--- src/rtl/aem_pkg.sv ---
package aem_pkg;

  typedef enum logic [1:0] {
    MODE_OPT    = 2'd0,
    MODE_GREEDY = 2'd1,
    MODE_METH   = 2'd2
  } aem_mode_e;

  localparam int STAT_W = 16;

  // status code written when a repeated snoop ends a greedy event
  localparam logic [STAT_W-1:0] ST_SNOOP_REPEAT = 16'hFFFF;

  // two's-complement negation of a failure code
  function automatic logic [STAT_W-1:0] neg_code(input logic [STAT_W-1:0] k);
    return STAT_W'(~k + 16'd1);
  endfunction

  // queue count clipped to the largest positive status value
  function automatic logic [STAT_W-1:0] sat_ahead(input logic [STAT_W-1:0] a);
    return a[STAT_W-1] ? 16'h7FFF : a;
  endfunction

endpackage

--- src/rtl/aem_line_table.sv ---
module aem_line_table #(
  parameter int W     = 32,
  parameter int DEPTH = 8
) (
  input  logic             clk,
  input  logic             rst_n,
  input  logic             clr,
  input  logic             ins,
  input  logic [W-1:0]     line,
  output logic             hit,
  output logic             full,
  output logic [DEPTH*W-1:0] entries,
  output logic [DEPTH-1:0] mask
);
  localparam int CNT_W = $clog2(DEPTH + 1);

  logic [CNT_W-1:0] cnt_q;
  logic [DEPTH-1:0] vld_q;
  logic [DEPTH-1:0] match;
  logic             ins_ok;

  assign full   = (cnt_q == CNT_W'(DEPTH));
  assign hit    = |match;
  assign ins_ok = ins && !clr && !hit && !full;
  assign mask   = vld_q;

  for (genvar i = 0; i < DEPTH; i++) begin : g_slot
    logic [W-1:0] ent_q;
    assign match[i] = vld_q[i] && (ent_q == line);
    assign entries[i*W +: W] = ent_q;

    always_ff @(posedge clk) begin
      if (!rst_n) begin
        ent_q    <= '0;
        vld_q[i] <= 1'b0;
      end else if (clr) begin
        vld_q[i] <= 1'b0;
      end else if (ins_ok && cnt_q == CNT_W'(i)) begin
        ent_q    <= line;
        vld_q[i] <= 1'b1;
      end
    end
  end

  always_ff @(posedge clk) begin
    if (!rst_n)      cnt_q <= '0;
    else if (clr)    cnt_q <= '0;
    else if (ins_ok) cnt_q <= cnt_q + 1'b1;
  end

endmodule

--- src/rtl/aem_snoop_judge.sv ---
module aem_snoop_judge
  import aem_pkg::*;
#(
  parameter int PRIO_W = 4
) (
  input  aem_mode_e         mode,
  input  logic              snp_valid,
  input  logic              snp_seen,
  input  logic              at_lock_store,
  input  logic [PRIO_W-1:0] snp_prio,
  input  logic [PRIO_W-1:0] my_prio,
  output logic              nak_now,
  output logic              repeat_now
);
  // smaller number means lower priority
  function automatic logic prio_below(input logic [PRIO_W-1:0] them,
                                      input logic [PRIO_W-1:0] us);
    return them < us;
  endfunction

  logic in_greedy;
  assign in_greedy  = (mode == MODE_GREEDY);
  assign repeat_now = snp_valid && in_greedy && snp_seen;
  assign nak_now    = snp_valid && in_greedy && at_lock_store && !snp_seen
                      && prio_below(snp_prio, my_prio);

endmodule

--- src/rtl/aem_mode_fsm.sv ---
module aem_mode_fsm
  import aem_pkg::*;
#(
  parameter int ADDR_W    = 32,
  parameter int TAG_DEPTH = 8,
  parameter int KIND_W    = 4
) (
  input  logic                        clk,
  input  logic                        rst_n,
  input  logic                        ev_success,
  input  logic                        ev_fail,
  input  logic [KIND_W-1:0]           fail_kind,
  input  logic                        ctx_switch,
  input  logic                        repeat_now,
  input  logic                        arb_rsp_valid,
  input  logic [STAT_W-1:0]           arb_ahead,
  input  logic [TAG_DEPTH*ADDR_W-1:0] set_lines,
  input  logic [TAG_DEPTH-1:0]        set_mask,
  output aem_mode_e                   mode_q,
  output logic [STAT_W-1:0]           status_q,
  output logic                        grant_fire,
  output logic                        release_fire,
  output logic                        req_valid_q,
  output logic                        req_release_q,
  output logic [TAG_DEPTH*ADDR_W-1:0] snap_lines_q,
  output logic [TAG_DEPTH-1:0]        snap_mask_q
);
  aem_mode_e         mode_d;
  logic [STAT_W-1:0] status_d;
  logic              in_meth;

  assign in_meth = (mode_q == MODE_METH);

  always_comb begin
    mode_d       = mode_q;
    grant_fire   = 1'b0;
    release_fire = 1'b0;
    if (ctx_switch || ev_success) begin
      mode_d       = MODE_OPT;
      release_fire = in_meth;
    end else if (ev_fail) begin
      unique case (mode_q)
        MODE_OPT:    mode_d = MODE_GREEDY;
        MODE_GREEDY: begin
          mode_d     = MODE_METH;
          grant_fire = 1'b1;
        end
        default: begin
          mode_d       = MODE_OPT;
          release_fire = 1'b1;
        end
      endcase
    end else if (repeat_now) begin
      mode_d     = MODE_METH;
      grant_fire = 1'b1;
    end
  end

  always_comb begin
    status_d = status_q;
    if (ctx_switch) begin
      status_d = status_q;
    end else if (ev_success) begin
      status_d = '0;
    end else if (ev_fail) begin
      if (fail_kind != '0) status_d = neg_code(STAT_W'(fail_kind));
    end else if (repeat_now) begin
      status_d = ST_SNOOP_REPEAT;
    end else if (arb_rsp_valid && in_meth) begin
      status_d = sat_ahead(arb_ahead);
    end
  end

  always_ff @(posedge clk) begin
    if (!rst_n) begin
      mode_q        <= MODE_OPT;
      status_q      <= '0;
      req_valid_q   <= 1'b0;
      req_release_q <= 1'b0;
      snap_lines_q  <= '0;
      snap_mask_q   <= '0;
    end else begin
      mode_q        <= mode_d;
      status_q      <= status_d;
      req_valid_q   <= grant_fire || release_fire;
      req_release_q <= release_fire;
      if (grant_fire) begin
        snap_lines_q <= set_lines;
        snap_mask_q  <= set_mask;
      end
    end
  end

endmodule

--- src/rtl/atomic_mode_ctrl.sv ---
module atomic_mode_ctrl
  import aem_pkg::*;
#(
  parameter int ADDR_W    = 32,
  parameter int PRIO_W    = 4,
  parameter int TAG_DEPTH = 8,
  parameter int KIND_W    = 4
) (
  input  logic                        clk,
  input  logic                        rst_n,
  input  logic                        ev_start,
  input  logic                        ev_success,
  input  logic                        ev_fail,
  input  logic [KIND_W-1:0]           fail_kind,
  input  logic                        ctx_switch,
  input  logic                        acc_valid,
  input  logic [ADDR_W-1:0]           acc_line,
  input  logic                        snp_valid,
  input  logic [ADDR_W-1:0]           snp_line,
  input  logic [PRIO_W-1:0]           snp_prio,
  input  logic [PRIO_W-1:0]           my_prio,
  input  logic                        at_lock_store,
  input  logic                        arb_rsp_valid,
  input  logic [15:0]                 arb_ahead,
  output logic [1:0]                  mode,
  output logic                        seq_cst,
  output logic                        snp_rsp_valid,
  output logic                        snp_rsp_nak,
  output logic                        arb_req_valid,
  output logic                        arb_req_release,
  output logic [TAG_DEPTH*ADDR_W-1:0] arb_req_lines,
  output logic [TAG_DEPTH-1:0]        arb_req_mask,
  output logic [15:0]                 status
);
  aem_mode_e                   mode_q;
  logic                        snp_hit, snp_seen, nak_now, repeat_now;
  logic                        grant_fire, release_fire;
  logic                        acc_hit_unused, acc_full_unused, snp_full_unused;
  logic [TAG_DEPTH*ADDR_W-1:0] set_lines, snp_lines_unused;
  logic [TAG_DEPTH-1:0]        set_mask, snp_mask_unused;
  logic                        rsp_valid_q, rsp_nak_q;

  // lines touched by the current event
  aem_line_table #(.W(ADDR_W), .DEPTH(TAG_DEPTH)) u_acc_tbl (
    .clk(clk), .rst_n(rst_n), .clr(ev_start), .ins(acc_valid), .line(acc_line),
    .hit(acc_hit_unused), .full(acc_full_unused),
    .entries(set_lines), .mask(set_mask)
  );

  // lines snooped during the current event
  aem_line_table #(.W(ADDR_W), .DEPTH(TAG_DEPTH)) u_snp_tbl (
    .clk(clk), .rst_n(rst_n), .clr(ev_start), .ins(snp_valid), .line(snp_line),
    .hit(snp_hit), .full(snp_full_unused),
    .entries(snp_lines_unused), .mask(snp_mask_unused)
  );

  assign snp_seen = snp_hit && !ev_start;

  aem_snoop_judge #(.PRIO_W(PRIO_W)) u_judge (
    .mode(mode_q), .snp_valid(snp_valid), .snp_seen(snp_seen),
    .at_lock_store(at_lock_store), .snp_prio(snp_prio), .my_prio(my_prio),
    .nak_now(nak_now), .repeat_now(repeat_now)
  );

  aem_mode_fsm #(.ADDR_W(ADDR_W), .TAG_DEPTH(TAG_DEPTH), .KIND_W(KIND_W)) u_fsm (
    .clk(clk), .rst_n(rst_n),
    .ev_success(ev_success), .ev_fail(ev_fail), .fail_kind(fail_kind),
    .ctx_switch(ctx_switch), .repeat_now(repeat_now),
    .arb_rsp_valid(arb_rsp_valid), .arb_ahead(arb_ahead),
    .set_lines(set_lines), .set_mask(set_mask),
    .mode_q(mode_q), .status_q(status),
    .grant_fire(grant_fire), .release_fire(release_fire),
    .req_valid_q(arb_req_valid), .req_release_q(arb_req_release),
    .snap_lines_q(arb_req_lines), .snap_mask_q(arb_req_mask)
  );

  always_ff @(posedge clk) begin
    if (!rst_n) begin
      rsp_valid_q <= 1'b0;
      rsp_nak_q   <= 1'b0;
    end else begin
      rsp_valid_q <= snp_valid;
      rsp_nak_q   <= nak_now;
    end
  end

  assign snp_rsp_valid = rsp_valid_q;
  assign snp_rsp_nak   = rsp_nak_q;
  assign mode          = mode_q;
  assign seq_cst       = (mode_q == MODE_GREEDY);

endmodule

--- config.mk ---
export PLATFORM = sky130hd
export DESIGN_NAME = atomic_mode_ctrl
export DESIGN_NICKNAME = d
export VERILOG_FILES = /design/src/rtl/aem_pkg.sv /design/src/rtl/aem_line_table.sv /design/src/rtl/aem_snoop_judge.sv /design/src/rtl/aem_mode_fsm.sv /design/src/rtl/atomic_mode_ctrl.sv
export SDC_FILE = /design/constraint.sdc
export NUM_CORES = 2
export LEC_CHECK = 0
export ABC_AREA = 1
export BUFFER_PORTS_ARGS = -buffer_cell sky130_fd_sc_hd__buf_2
export CORE_MARGIN = 3
export CORE_UTILIZATION = 48
export DETAILED_ROUTE_END_ITERATION = 10
export PLACE_DENSITY = 0.79
export REMOVE_ABC_BUFFERS = 1
export SYNTH_ARGS = -nofsm -noshare
export SYNTH_HDL_FRONTEND = slang
export SYNTH_SLANG_ARGS = --single-unit
--- constraint.sdc ---
create_clock -name clk -period 3.65 [get_ports clk]
set_input_delay 0.9125 -clock clk [delete_from_list [all_inputs] [get_ports clk]]
set_output_delay 0.9125 -clock clk [all_outputs]
set_load 0.05 [all_outputs]
After elaboration in Yosys (flattened, before gate mapping) --
Cells that the tools add are included.
Word-level totals: bits in registers 822, input bits 102, output and inout port bits 287
Operators by class: add/sub/neg operators 3, $lt $le $gt $ge 1, equal/unequal tests 35, multiplexer cells 16, bitwise logic cells 4, reduce and logical (&&, ||, !) cells 81
Operators by type and width (number):
- 32-bit equality test | 16
- 16-bit two-way mux | 5
- 1-bit logical AND | 45
- 4-bit by 3-bit equality test with 1-bit output (second input constant) | 8
- 2-bit AND reduction | 16
- 16-bit by 1-bit adder with 16-bit output (second input constant) | 1
- 4-bit by 2-bit equality test with 1-bit output (second input constant) | 4
- 4-bit NOT with 16-bit output | 1
- 8-bit OR reduction | 2
- 15-bit two-way mux | 1
- 4-bit by 1-bit adder with 4-bit output (second input constant) | 2
- 4-bit by 1-bit equality test with 1-bit output (second input constant) | 2
- 4-bit equality test (second input constant) | 2
- 4-bit logical NOT | 2
- 4-bit nonzero test | 2
- 1-bit two-way mux | 7
- 1-bit logical NOT | 6
- 2-bit OR reduction | 3
- 4-bit less-than comparator | 1
- 2-bit two-way mux | 2
- 2-bit case mux with 2 select lines | 1
- 3-bit by 2-bit inequality test with 1-bit output (second input constant) | 1
- 1-bit NOT | 3
- 3-bit AND reduction | 1
- other kinds (5) | 6

Depth between registers and ports, before layout --
depth after elaboration 9, mapped depth 20, gate-level depth less buffers 19

By module --
Synthesis repeated with hierarchy kept, for this count alone.
Unflattened totals: cell total of the unflattened synthesis 6456, area total of the unflattened synthesis 40679.0 sq um
By module, submodules not included:
- aem_line_table | times used 2, cells each 2538, area each 15080.7 sq um, seq. area each 5365.1 sq um
- aem_mode_fsm | times used 1, cells each 1350, area each 10328.7 sq um, seq. area each 5685.5 sq um
- aem_snoop_judge | times used 1, cells each 20, area each 113.9 sq um, seq. area each 0.0 sq um
- atomic_mode_ctrl | times used 1, cells each 10, area each 75.1 sq um, seq. area each 40.0 sq um

Worst setup path after synthesis --
No wires, ideal clock.
path kind register -> register, from register u_fsm.mode_q[0], to register u_fsm.snap_mask_q[3], data arrival time 2.670 ns, path slack 0.915 ns, cell stages (with the launch flop) 9, path buffers 2, cells stage by stage dfxtp_1 inv_1 nor2_1 inv_1 nor2_1 clkbuf_1 clkbuf_1 a21oi_1 nor2_1
On the way: word-level cells in the longest chain between the ends 6
Ends and longest elaborated chain:
- start: declaration | RTL line aem_mode_fsm.sv:19 | output aem_mode_e mode_q,
- start signal: assignment | RTL line aem_mode_fsm.sv:83 | mode_q <= mode_d;
- 2-bit by 1-bit equality test with 1-bit output (*)
- named net seq_cst | RTL line atomic_mode_ctrl.sv:26 | output logic seq_cst,
- 1-bit logical AND (2 in a row) | RTL line aem_snoop_judge.sv:23 | assign repeat_now = snp_valid && in_greedy && snp_seen;
- 1-bit two-way mux | RTL line aem_mode_fsm.sv:53 | end else if (repeat_now) begin
- 1-bit two-way mux (*) | RTL line aem_mode_fsm.sv:41 | end else if (ev_fail) begin
- 1-bit two-way mux (*) | RTL line aem_mode_fsm.sv:38 | if (ctx_switch || ev_success) begin
- end signal: assignment | RTL line aem_mode_fsm.sv:89 | snap_mask_q <= set_mask;
- end: declaration | RTL line aem_mode_fsm.sv:26 | output logic [TAG_DEPTH-1:0] snap_mask_q
The timed path passes the listed nets; every way through them passes the cells marked *. A chain may end at the register's enable or synchronous reset.

Final worst setup path --
from input port snp_line[7], to register u_fsm.snap_lines_q[2]
On the way: word-level cells in the longest chain between the ends 8
Ends and longest elaborated chain:
- start: declaration | RTL line atomic_mode_ctrl.sv:19 | input logic [ADDR_W-1:0] snp_line,
- 32-bit equality test | RTL line aem_line_table.sv:29 | assign match[i] = vld_q[i] && (ent_q == line);
- 1-bit logical AND | RTL line aem_line_table.sv:29
- 8-bit OR reduction (*) | RTL line aem_line_table.sv:23 | assign hit = |match;
- 1-bit logical AND (*) | RTL line atomic_mode_ctrl.sv:57 | assign snp_seen = snp_hit && !ev_start;
- 1-bit logical AND (*) | RTL line aem_snoop_judge.sv:23
- 1-bit two-way mux (*) | RTL line aem_mode_fsm.sv:53
- 1-bit two-way mux (*) | RTL line aem_mode_fsm.sv:41
- 1-bit two-way mux (*) | RTL line aem_mode_fsm.sv:38
- end signal: assignment | RTL line aem_mode_fsm.sv:88 | snap_lines_q <= set_lines;
- end: declaration | RTL line aem_mode_fsm.sv:25 | output logic [TAG_DEPTH*ADDR_W-1:0] snap_lines_q,
Every way passes the cells marked *; elsewhere a longest branch is shown, timed or not.

==> impl_metrics.tcl <==
set metrics [dict create \
    end_kind "register" \
    power.density_nw_per_um2 421 \
    rows 107 \
    hold_viol 0 \
    setup_tns_ns 0 \
    antenna_found_initial 5 \
    cpMostUsedCell "nor2_1" \
    ant_nets 0 \
    grt.total_usage 0.337 \
    rsz0062_at_grt "false" \
    cts_tree "built" \
    postLayoutCoreUtil 0.567 \
    crit_family "simple AND/OR/NAND/NOR gates" \
    ys_async_sr_fraction 0 \
    worst_slew_pin_slew_ns 1.01 \
    portBuffers 388 \
    crit_chain "buf_2, inv_2, nand2_1, o21ai_1, nor2_1, nand3_1, nor2_1, nand3_1, nand2_1, nor2_1, nand2_2, nand3_4, nand2_8, nand2_8, buf_12, o21ai_0, nor2_1" \
    finalCritPeriodShare 0.908 \
    synthCells 6527 \
    cts_buffers 88 \
    required_ns 4.20 \
    hpwl_um 113000 \
    fillers 8201 \
    ys_ff_latch 822 \
    synth_cell_type_count 46 \
    grt_pass1_wl_um 235000 \
    cts_buffer_depth 3 \
    drc_errors 0 \
    fp.dieW_um 300 \
    yosysWarningCount 0 \
    drv_cap 0 \
    first_iter_violations 4877 \
    drv_slew 0 \
    p_leak_nw 24.4 \
    status "complete, no violations" \
    cts-hold-fix-buffers 0 \
    max_freq_ghz 0.302 \
    routed_wl_um 158000 \
    dieArea_um2 89800 \
    netlist_area_um2 41400 \
    synth_area_leaders "dfxtp_1, nand2_1, nor2_1" \
    die_height_um 300 \
    syn_avg_cell_area_um2 6.34 \
    final.min_clock_period_ns 3.31 \
    setup_violations 0 \
    critPathLaunchType "input pin" \
    vias 43600 \
    cpPeakStageDelay_ns 0.43 \
    yosysTopAreaCell "dfxtp_1" \
    clock_sinks 822 \
    dr.pass1.iters 6 \
    start_util 0.485 \
    fin_worst_skew_ns 0.0549 \
    arrival_ns 3.86 \
    gp_congestion 1.01 \
    synth_top_area_frac 0.397 \
    ioPinCount 389 \
    synth-edff-count 0 \
    layout-drive-gt1-share 0.126 \
    hp-class "reg2reg" \
    htreeDepth 3 \
    core-area_um2 85400 \
    crit_fanout 40 \
    cts_resized 0 \
    grt_pass1_vias 40300 \
    relSlewSlack 0.324 \
    path_buf_inv 3 \
    ys_seq_area_frac 0.397 \
    ir_worst_vdd_mv 0.378 \
    post_cts_buffers 0 \
    cts.clk_slew.worst_paths_ns 0.06 \
    cts-root-buf "clkbuf_16" \
    ys.flop_type "dfxtp_1" \
    syn_to_final_growth_pct 17.0 \
    clock_latency_ns 0.68 \
    critPathKind "in2reg" \
    num-nets-final 7004 \
    grt_start_max_net_pins 179 \
    cpMaxStageDelayCell "nor2_1" \
    avgViaCountPerCell 5.38 \
    routedWlPerCell_um 19.5 \
    grt_remaining_overflow 0 \
]
==> synth_stat cells, types with 6 or more instances <==
library cell,count
a211oi_1,6
a21oi_1,325
buf_1,22
buf_2,192
buf_4,65
buf_6,39
clkbuf_1,108
dfxtp_1,822
ha_1,13
inv_1,647
inv_2,18
nand2_1,1684
nand2b_1,7
nand3_1,101
nand3_2,8
nand4_1,76
nor2_1,1637
nor3_1,53
o211ai_1,8
o21ai_0,96
o21ai_1,251
o221ai_1,16
o22ai_1,154
xnor2_1,68
xor2_1,70
==> layout by cell type, fill, tap and decap left out, types with 8 or more instances in the layout <==
cell and count:
clkinv_2 15, o21ai_0 96, nand4_1 76, a21oi_1 325, clkbuf_16 88, nand3_2 15
nand2_1 1684, clkbuf_1 24, inv_2 18, nand3_1 94, o22ai_1 154, nor2_1 1636
nor3_1 53, o221ai_1 16, o211ai_1 8, buf_2 387, xnor2_1 68, clkbuf_8 14
inv_1 647, buf_4 248, xor2_1 70, o21ai_1 251, dfxtp_1 822, buf_12 62
ha_1 13
==> worst reg2reg max path: cells and delay by family (launching register included) <==
kind            cells  cell delay, ns
simple gates       13            1.91
flops               1            0.33
compound gates      1            0.39
buf+inv             2            0.28
==> state kept, by name, summed over array words and instances (netlist names), 2 cells and up <==
name                    count
u_acc_tbl.g_slot.ent_q    256
u_fsm.snap_lines_q        256
u_snp_tbl.g_slot.ent_q    256
u_fsm.status_q             16
u_acc_tbl.mask              8
u_fsm.snap_mask_q           8
u_snp_tbl.mask              8
u_acc_tbl.cnt_q             4
u_snp_tbl.cnt_q             4
u_fsm.mode_q                2
==> worst paths after layout <==
path                                  from                     to  slack (ns)  cells past startpoint
max reg2reg  u_snp_tbl.g_slot[7].ent_q[21]  u_fsm.snap_lines_q[2]        0.61                     16
max                            snp_line[7]  u_fsm.snap_lines_q[2]        0.34                     17
min reg2reg              u_fsm.status_q[7]      u_fsm.status_q[7]        0.46                      2
min                      u_fsm.status_q[7]      u_fsm.status_q[7]        0.46                      2
==> metrics by stage <==
step                      total power, mW  hold slack (ns)  cells  cell area (um^2)  setup slack (ns)
after floorplan                      10.3            0.436   6101             39000            -10.79
after global placement               11.5            0.448   7943             45600          -0.00155
after global routing                 21.0            0.486   8101             48500             0.231
after detailed placement             11.5            0.455   7943             45600           0.00277
after CTS                            20.4            0.465   8100             48500             0.674
final                                20.4            0.463   8102             48500             0.338
==> report_power, final <==
group / internal, mW / switching [mW]
Combinational: 0.669 / 1.56
Sequential: 9.09 / 0.0850
Clock: 5.06 / 3.95
Total: 14.8 / 5.60
==> routing by layer <==
metal,share of wire,wire (um),vias to the layer above,track usage
met2,0.44,69300,2411,0.536
met4,0.079,12500,6,0.234
li1,-,-,20900,-
met3,0.10,16600,603,0.0734
met5,0.00026,41,-,0
met1,0.38,59300,19700,0.408
==> area by class of cell <==
class                           instances  area [um^2]  area share
Antenna cell                            2         5.00    0.000103
Clock buffer                          126         2480      0.0513
Clock inverter                         31          390     0.00806
Inverter                              666         2500      0.0516
Multi-Input combinational cell       4613        20100       0.416
Sequential cell                       822        16500       0.340
Tap cell                             1144         1430      0.0295
Timing Repair Buffer                  698         5050       0.104
==> cells by family after synthesis <==
family	synth area share
AND/OR/NAND/NOR	0.339
buffers and inverters	0.118
AO/OA/AOI/OAI	0.112
flip-flops	0.397
XOR/XNOR	0.0292
adder cells (fa/ha/maj)	0.00393
Note: power is estimated with default switching activity, not from simulation.
